File: src/rtl/flush_redirect_pkg.sv
package flush_redirect_pkg;
    typedef enum logic [1:0] {
        ST_RUN        = 2'd0,
        ST_BR_SHADOW  = 2'd1,
        ST_XC_SHADOW1 = 2'd2,
        ST_XC_SHADOW2 = 2'd3
    } ctl_state_e;

    typedef enum logic [1:0] {
        SEL_SEQ    = 2'd0,
        SEL_BRANCH = 2'd1,
        SEL_VECTOR = 2'd2
    } pc_sel_e;

    localparam int CAUSE_W = 4;
    localparam logic [CAUSE_W-1:0] CAUSE_NONE = 4'd0;
    localparam logic [CAUSE_W-1:0] CAUSE_OVF  = 4'd1;
endpackage

File: src/rtl/flush_fsm.sv
module flush_fsm
    import flush_redirect_pkg::*;
(
    input  logic    clk,
    input  logic    rst_n,
    input  logic    br_taken,
    input  logic    ovf_ex,
    output logic    flush_if,
    output logic    flush_id,
    output logic    flush_ex,
    output pc_sel_e pc_sel
);
    ctl_state_e state_q, state_d;
    logic br_ok, ovf_ok, take_br, take_ovf;

    // which events can come from live slots in this state
    always_comb begin
        br_ok  = 1'b1;
        ovf_ok = 1'b1;
        unique case (state_q)
            ST_RUN:        begin end
            ST_BR_SHADOW:  br_ok = 1'b0;
            ST_XC_SHADOW1: begin br_ok = 1'b0; ovf_ok = 1'b0; end
            ST_XC_SHADOW2: ovf_ok = 1'b0;
        endcase
    end

    assign take_ovf = ovf_ex && ovf_ok;
    assign take_br  = br_taken && br_ok;

    always_comb begin
        if (take_ovf)                     state_d = ST_XC_SHADOW1;
        else if (take_br)                 state_d = ST_BR_SHADOW;
        else if (state_q == ST_XC_SHADOW1) state_d = ST_XC_SHADOW2;
        else                              state_d = ST_RUN;
    end

    always_ff @(posedge clk or negedge rst_n) begin
        if (!rst_n) state_q <= ST_RUN;
        else        state_q <= state_d;
    end

    // exception outranks branch
    always_comb begin
        flush_if = 1'b0;
        flush_id = 1'b0;
        flush_ex = 1'b0;
        pc_sel   = SEL_SEQ;
        if (take_ovf) begin
            flush_if = 1'b1;
            flush_id = 1'b1;
            flush_ex = 1'b1;
            pc_sel   = SEL_VECTOR;
        end else if (take_br) begin
            flush_if = 1'b1;
            pc_sel   = SEL_BRANCH;
        end
    end

    a_r3_ovf_flush_all: assert property (@(posedge clk) disable iff (!rst_n)
        (ovf_ex && (state_q == ST_RUN || state_q == ST_BR_SHADOW))
        |-> (flush_if && flush_id && flush_ex && pc_sel == SEL_VECTOR));

    a_r2_branch_fetch_only: assert property (@(posedge clk) disable iff (!rst_n)
        (br_taken && !ovf_ex && state_q == ST_RUN)
        |-> (flush_if && !flush_id && !flush_ex && pc_sel == SEL_BRANCH));

    a_r8_ovf_shadow_first: assert property (@(posedge clk) disable iff (!rst_n)
        flush_ex |=> (!flush_ex && !flush_if));

    a_r8_ovf_shadow_second: assert property (@(posedge clk) disable iff (!rst_n)
        flush_ex |-> ##2 !flush_ex);

    a_r7_branch_shadow: assert property (@(posedge clk) disable iff (!rst_n)
        (flush_if && !flush_ex) |=> (!flush_if || flush_ex));
endmodule

File: src/rtl/xc_capture.sv
module xc_capture
    import flush_redirect_pkg::*;
#(
    parameter int ADDR_W = 32
) (
    input  logic               clk,
    input  logic               rst_n,
    input  logic               take,
    input  logic [ADDR_W-1:0]  pc_in,
    output logic [ADDR_W-1:0]  epc,
    output logic [CAUSE_W-1:0] cause
);
    always_ff @(posedge clk or negedge rst_n) begin
        if (!rst_n) begin
            epc   <= '0;
            cause <= CAUSE_NONE;
        end else if (take) begin
            epc   <= pc_in;
            cause <= CAUSE_OVF;
        end
    end

    a_r5_capture: assert property (@(posedge clk) disable iff (!rst_n)
        take |=> (epc == $past(pc_in) && cause == CAUSE_OVF));

    a_r5_hold: assert property (@(posedge clk) disable iff (!rst_n)
        !take |=> ($stable(epc) && $stable(cause)));
endmodule

File: src/rtl/slot_reg.sv
module slot_reg #(
    parameter int W = 32
) (
    input  logic         clk,
    input  logic         rst_n,
    input  logic         flush,
    input  logic [W-1:0] d,
    output logic [W-1:0] q
);
    always_ff @(posedge clk or negedge rst_n) begin
        if (!rst_n)     q <= '0;
        else if (flush) q <= '0;
        else            q <= d;
    end

    a_r6_zeroed: assert property (@(posedge clk) disable iff (!rst_n)
        flush |=> (q == '0));

    a_r6_load: assert property (@(posedge clk) disable iff (!rst_n)
        !flush |=> (q == $past(d)));
endmodule

File: src/rtl/flush_redirect_ctrl.sv
module flush_redirect_ctrl
    import flush_redirect_pkg::*;
#(
    parameter int              ADDR_W      = 32,
    parameter int              INSTR_W     = 32,
    parameter int              CTRL_W      = 8,
    parameter logic [ADDR_W-1:0] VECTOR_ADDR = 32'h4000_0040
) (
    input  logic               clk,
    input  logic               rst_n,
    input  logic               br_taken,
    input  logic [ADDR_W-1:0]  br_target,
    input  logic               ovf_ex,
    input  logic [ADDR_W-1:0]  ex_pc,
    input  logic [ADDR_W-1:0]  seq_pc,
    input  logic [INSTR_W-1:0] fetch_word,
    input  logic [CTRL_W-1:0]  id_ctrl,
    input  logic [CTRL_W-1:0]  ex_ctrl,
    output logic               flush_if,
    output logic               flush_id,
    output logic               flush_ex,
    output logic [1:0]         pc_sel,
    output logic [ADDR_W-1:0]  next_pc,
    output logic [ADDR_W-1:0]  saved_pc,
    output logic [CAUSE_W-1:0] cause,
    output logic [INSTR_W-1:0] ifid_word,
    output logic [CTRL_W-1:0]  idex_ctrl,
    output logic [CTRL_W-1:0]  exmem_ctrl
);
    pc_sel_e sel;

    flush_fsm u_fsm (
        .clk      (clk),
        .rst_n    (rst_n),
        .br_taken (br_taken),
        .ovf_ex   (ovf_ex),
        .flush_if (flush_if),
        .flush_id (flush_id),
        .flush_ex (flush_ex),
        .pc_sel   (sel)
    );

    assign pc_sel = sel;

    always_comb begin
        case (sel)
            SEL_BRANCH: next_pc = br_target;
            SEL_VECTOR: next_pc = VECTOR_ADDR;
            default:    next_pc = seq_pc;
        endcase
    end

    xc_capture #(.ADDR_W(ADDR_W)) u_cap (
        .clk   (clk),
        .rst_n (rst_n),
        .take  (flush_ex),
        .pc_in (ex_pc),
        .epc   (saved_pc),
        .cause (cause)
    );

    slot_reg #(.W(INSTR_W)) u_ifid (
        .clk(clk), .rst_n(rst_n), .flush(flush_if), .d(fetch_word), .q(ifid_word)
    );
    slot_reg #(.W(CTRL_W)) u_idex (
        .clk(clk), .rst_n(rst_n), .flush(flush_id), .d(id_ctrl), .q(idex_ctrl)
    );
    slot_reg #(.W(CTRL_W)) u_exmem (
        .clk(clk), .rst_n(rst_n), .flush(flush_ex), .d(ex_ctrl), .q(exmem_ctrl)
    );

    a_r4_ovf_over_branch: assert property (@(posedge clk) disable iff (!rst_n)
        (flush_ex && br_taken) |-> (next_pc == VECTOR_ADDR));
endmodule

File: config.mk
export PLATFORM = sky130hd
export DESIGN_NAME = flush_redirect_ctrl
export DESIGN_NICKNAME = d
export VERILOG_FILES = /design/src/rtl/flush_redirect_pkg.sv /design/src/rtl/flush_fsm.sv /design/src/rtl/xc_capture.sv /design/src/rtl/slot_reg.sv /design/src/rtl/flush_redirect_ctrl.sv
export SDC_FILE = /design/constraint.sdc
export NUM_CORES = 1
export LEC_CHECK = 0
export BUFFER_PORTS_ARGS = -buffer_cell sky130_fd_sc_hd__buf_2
export CORE_AREA = 3 3 103 105
export CTS_CLUSTER_SIZE = 10
export DETAILED_ROUTE_END_ITERATION = 6
export DIE_AREA = 0 0 106 108
export MAX_ROUTING_LAYER = met4
export PLACE_DENSITY_LB_ADDON = 0.05
export SLEW_MARGIN = 20
export SYNTH_ARGS = -nofsm -noshare
export SYNTH_HDL_FRONTEND = slang
export SYNTH_HIERARCHICAL = 1
export SYNTH_SLANG_ARGS = --single-unit
File: constraint.sdc
create_clock -name clk -period 2.3 [get_ports clk]
set_input_delay 0 -clock clk [delete_from_list [all_inputs] [get_ports clk]]
set_output_delay 0 -clock clk [all_outputs]
set_load 0.02 [all_outputs]
==> key figures, run 1 <==
Floorplan
  – Die Footprint: ~11000 µm²
  – Initial core utilization: around 36%
  – Core Footprint: between 9000 and 10000 µm²
  – Die height: approximately 110 µm
  – Die Wd: about 110 µm
  – I/O pin cnt: about 270
  – Row cnt: 36

Timing
  – Final hold violations: 0
  – Max_slew headroom: between 50% and 60%
  – Final min period: 2307 ps
  – Final period utilization: 100.3%
  – Final Skew: around 8.3 ps
  – Worst-margin pin slew: 740.8 ps
  – Max Slew Vio Count: 0
  – Max Fclk: ~430 MHz
  – # setup viols final: 8
  – Unrepaired setup endpoints after global routing: true
  – Setup TNS: -31.31 ps
  – Final setup margin: -7.020 ps
  – WHS: between 20 and 25 ps

Setup path
  – Worst Path Buf+Inv: 5
  – Reg-to-reg startpoint: u_fsm/state_q[1]
  – Worst Setup End Kind: output pin
  – RR Endpoint: u_cap/epc[8]
  – CP Class: reg2out
  – Worst R2R Setup Slack: 270 ps
  – CP top delay family: buffers and inverters
  – CP Launch Type: register
  – Slowest CP cell: dfrtp_1
  – Crit path required time: ~2300 ps
  – Worst path cell trace: inv_1 -> ha_2 -> nor3b_4 -> buf_6 -> nor2_4 -> inv_2 -> ha_4 -> nor2b_4 -> clkbuf_16 -> a22o_1 -> buf_4
  – CP arrival: 2310 ps
  – CP Max Fanout: 7
  – Critical Path Max Stage Delay: ~410 ps
  – Reg2Reg Depth: 7

Job
  – Max_cap viols: 0

Cells and area
  – Fin nets: 750
  – Design area: 6357 µm²
  – Layout cells sized above 1: a little under three fifths
  – Multi-input combinational cell area: about 1300 µm²
  – Most frequent cells in the layout: buf_2, dfrtp_1, dlygate4sd3_1
  – Post-layout util: between 60% and 70%
  – Register area: 2077 µm²
  – Fill cells: between 700 and 800
  – Most common cell after layout, fill and taps aside: buf_2
  – Area delta synth->final: 83.03%
  – Antenna cells: 0

Yosys
  – Yosys warnings: 6
  – Syn Inst Count: around 240
  – Mapped cell area: about 3500 µm²
  – Mean Syn Cell Area: between 10 and 15 µm²
  – Seq/Total Area, Yosys: 59.80%
  – Netlist cell types: 21
  – FF+latch count, synth: 83

CTS
  – CTS tree: yes
  – CTS max path bufs: 2
  – Max H-tree Level: 3
  – Latest clock arrival within the worst-skew pair: around 340 ps
  – Clock transition at path regs: approximately 70 ps
  – Clock root cell: clkbuf_8
  – Clock Sinks: 83
  – Total CTS buffers: 9

Power
  – Worst vdd ir: approximately 0.92 mV
  – Design internal power: between 0.005 and 0.006 W
  – Sequential fraction of design power: roughly 26%
  – Clock power frac: between 10% and 20%
  – Sw Ratio: roughly two fifths
  – Pleak: 3.288 nW
  – Comb pwr share: about three fifths
  – Pwr dens: between 1000 and 1500 nW/µm²
  – Sw power: around 0.0036 W

Global route
  – Antenna violations before repair: 0
  – Vias in the first global route: approximately 3400
  – First-pass GRT wire length: around 18 mm
  – Pin count of the biggest net entering global routing: between 80 and 90
  – Total GRT Usage: between 20% and 30%
  – Grt total ovfl: 0

Min path
  – Worst Hold Class: in2reg
  – Hold path start: br_taken
  – Hold path cells: 3
  – Hold worst-path end: u_fsm/state_q[0]

Run status
  – Outcome: complete, but fails checks
  – Failing checks: negative setup slack

Placement
  – Final RePlAce weighted congestion: 0.7881
  – Buffers added on ports: between 200 and 300
  – Pre-CTS setup slack: -13.48 ps
  – Post-DP HPWL: about 8.1 mm
  – Placed cell areas: roughly 4800 µm²

Drt
  – Post-route antenna net violation count: 0
  – Via density: about 4.4
  – DRT iter0 DRCs: 116
  – Drt total wl: around 12 mm
  – Wire per inst: 16.48 µm
  – DR pass1 iterations: 5
  – Vias: 3252
  – DRC Markers: 0
## kinds of logic after synthesis
| family | after synthesis | synth area share [%] |
|---|---|---|
| adders and majority gates | 4 | 1.441 |
| other | 1 | 0.1080 |
| DFF | 83 | 59.80 |
| muxes | 32 | 13.51 |
| AOI/OAI and AO/OA | 36 | 8.645 |
| and+or+nand+nor | 56 | 10.45 |
| buffers and inverters | 24 | 6.052 |
## per-stage QoR
stage	cells	total power (W)
after global placement	622	0.006566
after detailed placement	622	0.006577
final	735	0.008853
after floorplan	238	0.005369
after CTS	731	0.008376
after global routing	735	0.009341
## registers in the layout, indices dropped and copies added, names as in the netlist
signal / count
u_cap/cause: 1
u_idex/q: 8
u_ifid/q: 32
u_exmem/q: 8
u_fsm/state_q: 2
u_cap/epc: 32
## worst register-to-register path, delay by kind of cell (launching register included)
kind / cells / cell delay [ps]
buf+inv: 4 / 720
mux: 1 / 330
fa+ha+maj: 1 / 220
simple gates: 1 / 240
flops: 1 / 410
## how the worst max path moves through the flow
stage,start,to,slack (ps),cells after the start
2_1_floorplan,u_fsm/state_q[0],next_pc[0],-4,10
3_3_place_gp,u_fsm/state_q[0],next_pc[7],70,9
3_5_place_dp,u_fsm/state_q[0],next_pc[28],-10,9
4_1_cts,u_fsm/state_q[1],next_pc[28],-3,10
5_1_grt,u_fsm/state_q[1],next_pc[24],-110,10
6_report,u_fsm/state_q[0],next_pc[9],-7,11
## power by group through the flow
stage | Clock [W] | Combinational (W) | Sequential (W)
after global routing | 0.00125 | 0.00574 | 0.00234
after floorplan | 0 | 0.00232 | 0.00304
after global placement | 0 | 0.00429 | 0.00228
final | 0.00114 | 0.00543 | 0.00228
after CTS | 0.00118 | 0.00492 | 0.00228
after detailed placement | 0 | 0.00428 | 0.00230
## per-layer routing
metal	wire length [µm]	global-route usage (%)	vias up	part of all wire [%]
met5	0	-	-	0
met4	206	6.290	0	1.7
met3	814	5.612	20	6.7
met2	6488	37.07	155	54
met1	4602	23.55	1558	38
li1	-	-	1519	-
## synth_stat cells
master    number  share of area (%)
dfrtp_1       83                 60
nor2b_1       49                8.8
a22o_1        30                7.6
mux2_4        29                 13
buf_4          8                1.7
buf_6          5                1.6
inv_1          5               0.54
ha_1           4                1.4
a21oi_1        3               0.43
buf_12         3                1.7
buf_2          3               0.43
mux2_2         3               0.97
a211oi_1       2               0.43
nor2_1         2               0.22
conb_1         1               0.11
nand2_1        1               0.11
nand2b_1       1               0.18
nor2b_4        1               0.40
nor3b_4        1               0.54
o21bai_1       1               0.22
or2_1          1               0.18
## repair_timing
action | CTS | global route
gates cloned | 3 | 1
pin swaps | 3 | 1
hold buffers | 82 | 0
setup endpoints to repair | 33 | 33
setup buffers | 9 | 4
resized for setup | 18 | 58
endpoints found under the hold margin | 165 | 0
## final cells by class
type	instances	area share, %
sequential	83	32.67
inverter	5	0.2952
timing repair buffer	367	41.13
clock buffer	11	2.224
multi-input combinational	132	19.90
clock inverter	4	1.161
tap	133	2.618
(Power assumes the default switching activity.)
==> run 2, diff against run 1 <==
- ABC_AREA: not set -> 1
- CAP_MARGIN: not set -> 20
- CORE_AREA: 3 3 103 105 -> 3 3 102 104
- DIE_AREA: 0 0 106 108 -> 0 0 105 107
==> run 2 against run 1 <==
  * The run now ends clean
  * Power decreased by 4.5%
  * Critical path depth unchanged
  * Core utilization increased by 0.75 points
  * Area after synthesis increased by 4.3%
  * Cell count increased by 25%
  * Sequential share of layout area decreased by 0.071 points
  * First-iteration DRC count increased by 38%
  * Sequential power decreased by 2%
  * Synthesized cell count increased by 79%
  * Count of clock-buffer cells in the layout increased by 1
  * Via count increased by 20%
  * Non-clock buffer count decreased by 2
  * Critical path type unchanged
  * Critical endpoint is now next_pc[17]
  * Largest cell class unchanged
  * Highest routed layer unchanged
==> key figures, run 2 <==
Cells and area
  – Area delta synth->final: 75.95%
  – Register area: 2077 µm²
  – Design area: around 6400 µm²
  – Regs by FF count: u_cap/epc (32), u_ifid/q (32)
  – Most common cell after layout, fill and taps aside: buf_2
  – Fill cells: roughly 830
  – Fin nets: around 930
  – Most frequent cells in the layout: buf_2, nand2_1, dlygate4sd3_1, dfrtp_1, inv_1
  – Multi-input combinational cell area: around 1200 µm²
  – Antenna cells: 0
  – Layout cells sized above 1: between 40% and 50%

Setup path
  – Critical path endpoint: next_pc[17]
  – CP Class: reg2out
  – CP arrival: approximately 2300 ps
  – Worst R2R Setup Slack: between 200 and 300 ps
  – Crit path top cell by count: nand2_1
  – Reg2Reg Depth: 9
  – Critical Path Max Stage Delay: ~350 ps
  – RR Endpoint: u_cap/epc[0]
  – Crit path required time: about 2300 ps
  – Critical Path Source: u_fsm/state_q[0]
  – CP Launch Type: register
  – Worst path cell trace: inv_1 -> ha_1 -> nand2_2 -> a21oi_4 -> inv_2 -> ha_4 -> buf_12 -> nor2_4 -> nand2_1 -> nand2_1 -> buf_6
  – Reg-to-reg startpoint: u_fsm/state_q[0]
  – Worst Setup End Kind: output pin
  – CP Max Fanout: 7
  – Slowest CP cell: dfrtp_1

Timing
  – Unrepaired setup endpoints after global routing: true
  – Final Skew: between 8 and 9 ps
  – Final hold violations: 0
  – Max Fclk: 441.7 MHz
  – Worst-margin pin slew: approximately 550 ps
  – Final min period: between 2000 and 2500 ps
  – Setup TNS: 0 ps
  – Max_slew headroom: between 60% and 70%
  – # setup viols final: 0
  – Final setup margin: between 30 and 40 ps
  – Max Slew Vio Count: 0
  – Final period utilization: a little under 100%

Global route
  – Pin count of the biggest net entering global routing: 54
  – Total GRT Usage: between 20% and 30%
  – Vias in the first global route: 4027
  – Grt total ovfl: 0
  – First-pass GRT wire length: 19.06 mm
  – Antenna violations before repair: 0

Yosys
  – Leading area contributor after synthesis: dfrtp_1
  – Cell with the most instances after synthesis: nand2_1
  – FF+latch count, synth: slightly above 80
  – Share of the synthesized area in the top cell type: 57.36%
  – Syn Inst Count: ~420
  – Post-synth top cells: nand2_1, dfrtp_1, inv_1, nor2_1, nand2_2
  – Asr flop ratio synth: 100.0%
  – Mapped cell area: roughly 3600 µm²
  – Seq/Total Area, Yosys: a little under three fifths
  – Ys flop type: dfrtp_1
  – Yosys warnings: 6
  – Post-synth EDFFs: 0
  – Mean Syn Cell Area: approximately 8.6 µm²
  – Top cells by area, synth: dfrtp_1, nand2_1, inv_1, nor2_1, nand2_2
  – Netlist cell types: 19

Placement
  – Pre-CTS setup slack: about 4.4 ps
  – Post-DP HPWL: slightly above 8 mm
  – Placed cell areas: a little under 5000 µm²
  – Buffers added on ports: 265
  – Final RePlAce weighted congestion: a little under 0.8

Drt
  – Via density: roughly 4.3
  – DRC Markers: 0
  – Vias: just under 4000
  – Drt total wl: approximately 12 mm
  – Post-route antenna net violation count: 0
  – Wire per inst: approximately 13 µm
  – DR pass1 iterations: 4
  – DRT iter0 DRCs: 160

Floorplan
  – Die Footprint: between 10000 and 15000 µm²
  – Core Footprint: roughly 9600 µm²
  – Die height: approximately 110 µm
  – Die Wd: 105 µm
  – I/O pin cnt: 269
  – Initial core utilization: a little under two fifths
  – Row cnt: 36

CTS
  – CTS max path bufs: 2
  – Clock root cell: clkbuf_8
  – Clock transition at path regs: ~80 ps
  – Max H-tree Level: 3
  – Clock Sinks: 83
  – Latest clock arrival within the worst-skew pair: roughly 350 ps
  – CTS tree: yes
  – Total CTS buffers: 9

Power
  – Pleak: roughly 3.8 nW
  – Pwr dens: 1327 nW/µm²
  – Tot Pwr: about 0.0085 W
  – Worst vdd ir: roughly 1.1 mV

Job
  – Max_cap viols: 0

Min path
  – Worst Hold Class: in2async

Run status
  – Outcome: finished, final reports clean
## run 2: cell types whose count changed in the layout (fill, tap and decap cells not counted), sizes merged, moves of 2 or more
cell and delta:
nand2 +194, inv +52, nor2 +51, nor2b -51, mux2 -32, a22o -30
nand3 +4, a211oi -2, clkinv +2
## run 2: worst min path at each step
| stage | cells after the start | from | to | slack [ps] |
|---|---|---|---|---|
| after global placement | 1 | rst_n | u_cap/epc[16] | -3 |
| after CTS | 2 | rst_n | u_cap/epc[16] | 160 |
| after floorplan | 0 | rst_n | u_cap/cause[0] | -300 |
| final | 2 | rst_n | u_cap/epc[16] | 150 |
| after global routing | 2 | rst_n | u_cap/epc[16] | 180 |
| after detailed placement | 1 | rst_n | u_cap/epc[16] | -3 |
## run 2: stage by stage
stage / hold slack, ps / instances / util [%]
after floorplan: -295.6 / 425 / -
after detailed placement: -3.432 / 803 / 51.26
after global placement: -2.793 / 803 / 51.26
after CTS: 155.3 / 916 / 64.45
after global routing: 177.0 / 917 / 66.10
final: 150.5 / 917 / 66.10
## run 2: repair_timing
item                                    CTS  global route
hold buffers                             83             0
pin swaps                                 5            16
setup buffers                            10             1
endpoints found under the hold margin   119             0
resized for setup                        22            49
endpoints found under the setup margin   32            67
gates cloned                              4             0
## run 2: worst max-delay path, delay by kind of cell, from the launching register on
kind	cells	cell delay (ps)
AND/OR/NAND/NOR	4	450
AO/OA/AOI/OAI	1	140
flip-flops	1	350
adder cells (fa/ha/maj)	2	590
buffers and inverters	4	380
## run 2: area by class of cell
cell class / instances / area share, %
clock inverters: 4 / 0.7659
well taps: 133 / 2.612
clock buffers: 12 / 2.435
repair buffers: 365 / 39.41
multi-input cells: 262 / 18.64
flip-flops and latches: 83 / 32.60
inverters: 58 / 3.535
## run 2: cells by family after synthesis
group | count (synthesis) | synth area share (%)
AOI/OAI and AO/OA | 2 | 0.3800
and+or+nand+nor | 251 | 28.13
adders and majority gates | 4 | 1.382
DFF | 83 | 57.36
buffers and inverters | 82 | 12.65
other | 1 | 0.1036
## run 2: report_power, final
part | total [W] | leakage, nW | internal (W) | switching [W]
clock | 0.00107 | 0.106 | 0.000560 | 0.000512
combinational | 0.00515 | 2.64 | 0.00207 | 0.00309
sequential | 0.00223 | 1.03 | 0.00202 | 0.000209
## run 2: metal layers
| layer | track usage (%) | vias to the layer above | share of wire (%) |
|---|---|---|---|
| met5 | - | - | 0 |
| met4 | 9.091 | 0 | 2.5 |
| met2 | 40.51 | 184 | 55 |
| met1 | 22.77 | 1787 | 36 |
| met3 | 5.057 | 26 | 6.7 |
| li1 | - | 1917 | - |
==> run 3, diff against run 2 <==
--- a/config.mk
+++ b/config.mk
@@ -9,3 +9,3 @@
 export BUFFER_PORTS_ARGS = -buffer_cell sky130_fd_sc_hd__buf_2
-export CAP_MARGIN = 20
+export CAP_MARGIN = 25
 export CORE_AREA = 3 3 102 104
==> constraint.sdc (replaced) <==
create_clock -name clk -period 2.3 [get_ports clk]
set_input_delay 0.345 -clock clk [delete_from_list [all_inputs] [get_ports clk]]
set_output_delay 0.345 -clock clk [all_outputs]
set_load 0.02 [all_outputs]
==> run 3 against run 2 <==
  * The run now ends with negative setup slack left
  * Maximum frequency decreased by 13%
  * Sequential share of layout area increased by 4.0 points
  * Worst hold slack improved by 35 ps
  * Sequential power about the same
  * Global-route usage decreased by 2.3 points
  * Non-clock buffer count decreased by 78
  * Design area decreased by 11%
  * Setup slack got worse by 350 ps
  * Highest routed layer unchanged
==> key figures, run 3 (synthesized netlist as in run 2, its figures left out) <==
Run status
  – Outcome: complete, but fails checks
  – Failing checks: negative setup slack

Global route
  – Total GRT Usage: 19.81%
  – First-pass GRT wire length: 17.11 mm
  – Grt met3 use: ~5.7%
  – Met1 usage: a little under a quarter
  – Antenna violations before repair: 0
  – Pin count of the biggest net entering global routing: 43
  – Layer with the highest usage: met2
  – Vias in the first global route: 3566
  – Global-route met2 utilization: between 30% and 40%
  – Grt total ovfl: 0

CTS
  – Clock transition at path regs: approximately 80 ps
  – Clock root cell: clkbuf_8
  – CTS tree: yes
  – Latest clock arrival within the worst-skew pair: about 340 ps
  – Clock Sinks: 83
  – Max H-tree Level: 3
  – CTS max path bufs: 2
  – Total CTS buffers: 9

Setup path
  – CP arrival: 2270 ps
  – Critical Path Source: u_fsm/state_q[1]
  – Reg2Reg Depth: 8
  – Crit path required time: 1960 ps
  – Worst Setup End Kind: output pin
  – Critical Path Max Stage Delay: 420 ps
  – Slowest CP cell: dfrtp_1
  – CP Max Fanout: 7
  – RR Endpoint: u_cap/epc[10]
  – CP Class: reg2out
  – Worst path cell trace: ha_2 -> nor2_2 -> buf_4 -> a21oi_4 -> inv_2 -> ha_4 -> nor2_8 -> buf_12 -> buf_12 -> nand2_2 -> nand2_2 -> buf_6
  – Reg-to-reg startpoint: u_fsm/state_q[1]
  – CP Launch Type: register
  – Worst R2R Setup Slack: 710 ps
  – Critical path endpoint: next_pc[0]

Placement
  – Final RePlAce weighted congestion: 0.7997
  – Pre-CTS setup slack: -55.17 ps
  – Placed cell areas: ~5100 µm²
  – Post-DP HPWL: a little over 8 mm
  – Buffers added on ports: about 270

Floorplan
  – Row cnt: 36
  – I/O pin cnt: between 200 and 300
  – Core Footprint: 9639 µm²
  – Die Wd: ~110 µm
  – Die height: approximately 110 µm
  – Initial core utilization: between 30% and 40%
  – Die Footprint: ~11000 µm²

Cells and area
  – Fill cells: roughly 920
  – Design area: approximately 5700 µm²
  – Most common cell after layout, fill and taps aside: buf_2
  – Antenna cells: 0
  – Post-layout util: 58.89%
  – Area delta synth->final: 56.77%
  – Fin nets: between 800 and 900
  – Most frequent cells in the layout: buf_2, nand2_1, dfrtp_1
  – Layout cells sized above 1: slightly above 50%
  – Regs by FF count: u_cap/epc (32), u_ifid/q (32)

Timing
  – Final period utilization: 113.6%
  – Final hold violations: 0
  – Final Skew: about 7.0 ps
  – Max Fclk: between 300 and 400 MHz
  – Worst-margin pin slew: between 500 and 600 ps
  – Max Slew Vio Count: 0
  – WHS: approximately 190 ps
  – # setup viols final: 32
  – Max_slew headroom: between 60% and 70%
  – Final setup margin: -313.7 ps
  – Unrepaired setup endpoints after global routing: true
  – Final min period: 2614 ps

Drt
  – DRC Markers: 0
  – Vias: 3494
  – Via density: ~4.2
  – DRT iter0 DRCs: 163
  – DR pass1 iterations: 6
  – Post-route antenna net violation count: 0
  – Wire per inst: 13.09 µm
  – Drt total wl: roughly 11 mm

Power
  – Tot Pwr: approximately 0.0082 W
  – Pwr dens: ~1400 nW/µm²
  – Worst vdd ir: 0.8071 mV
  – Pleak: around 3.5 nW

Job
  – Max_cap viols: 0

Min path
  – Worst Hold Class: in2reg
[run 3: worst min path at each step]
stage | from | end | slack [ps] | cells after the start
global placement | rst_n | u_cap/epc[16] | 370 | 1
floorplan | rst_n | u_cap/cause[0] | 50 | 0
CTS | fetch_word[16] | u_ifid/q[16] | 160 | 3
global route | fetch_word[8] | u_ifid/q[8] | 170 | 3
finish | fetch_word[16] | u_ifid/q[16] | 190 | 3
detailed placement | rst_n | u_cap/epc[14] | 370 | 1
[run 3: final cells by class]
class / instances / area (µm²) / area share, %
sequential: 83 / 2077 / 36.59
timing repair buffer: 287 / 1768 / 31.14
multi-input combinational: 260 / 1260 / 22.20
inverter: 58 / 222.7 / 3.923
tap: 133 / 166.4 / 2.931
clock buffer: 10 / 127.6 / 2.248
clock inverter: 5 / 55.05 / 0.9698
[run 3: repair_timing]
action | CTS | global route
setup endpoints to repair | 32 | 32
endpoints found under the hold margin | 24 | 0
pin swaps | 4 | 6
cloned | 1 | 0
hold buffers | 1 | 0
resized for setup | 75 | 19
buffers inserted | 5 | 3
[run 3: where the power goes]
| part | leakage, nW | internal [W] | switching, W |
|---|---|---|---|
| sequential | 1.03 | 0.00202 | 0.000215 |
| combinational | 2.39 | 0.00199 | 0.00301 |
| clock | 0.0881 | 0.000492 | 0.000502 |
[run 3: worst max-delay path: cells and delay by family, from the launching register on]
kind	cells	cell delay, ps
AOI/OAI and AO/OA	1	140
DFF	1	420
buffers and inverters	5	550
and+or+nand+nor	4	320
adders and majority gates	2	490
[run 3: through the flow]
step | setup TNS [ps] | cells
2_1_floorplan | 0 | 425
3_3_place_gp | 0 | 812
3_5_place_dp | -1098 | 812
4_1_cts | -9255 | 834
5_1_grt | -12440 | 836
6_report | -8166 | 836
[run 3: routing by layer]
layer  vias to the layer above  share of wire [%]
met5                         -                  0
met4                         0                1.6
met3                        14                6.6
met2                       143                 52
met1                      1585                 40
li1                       1752                  -
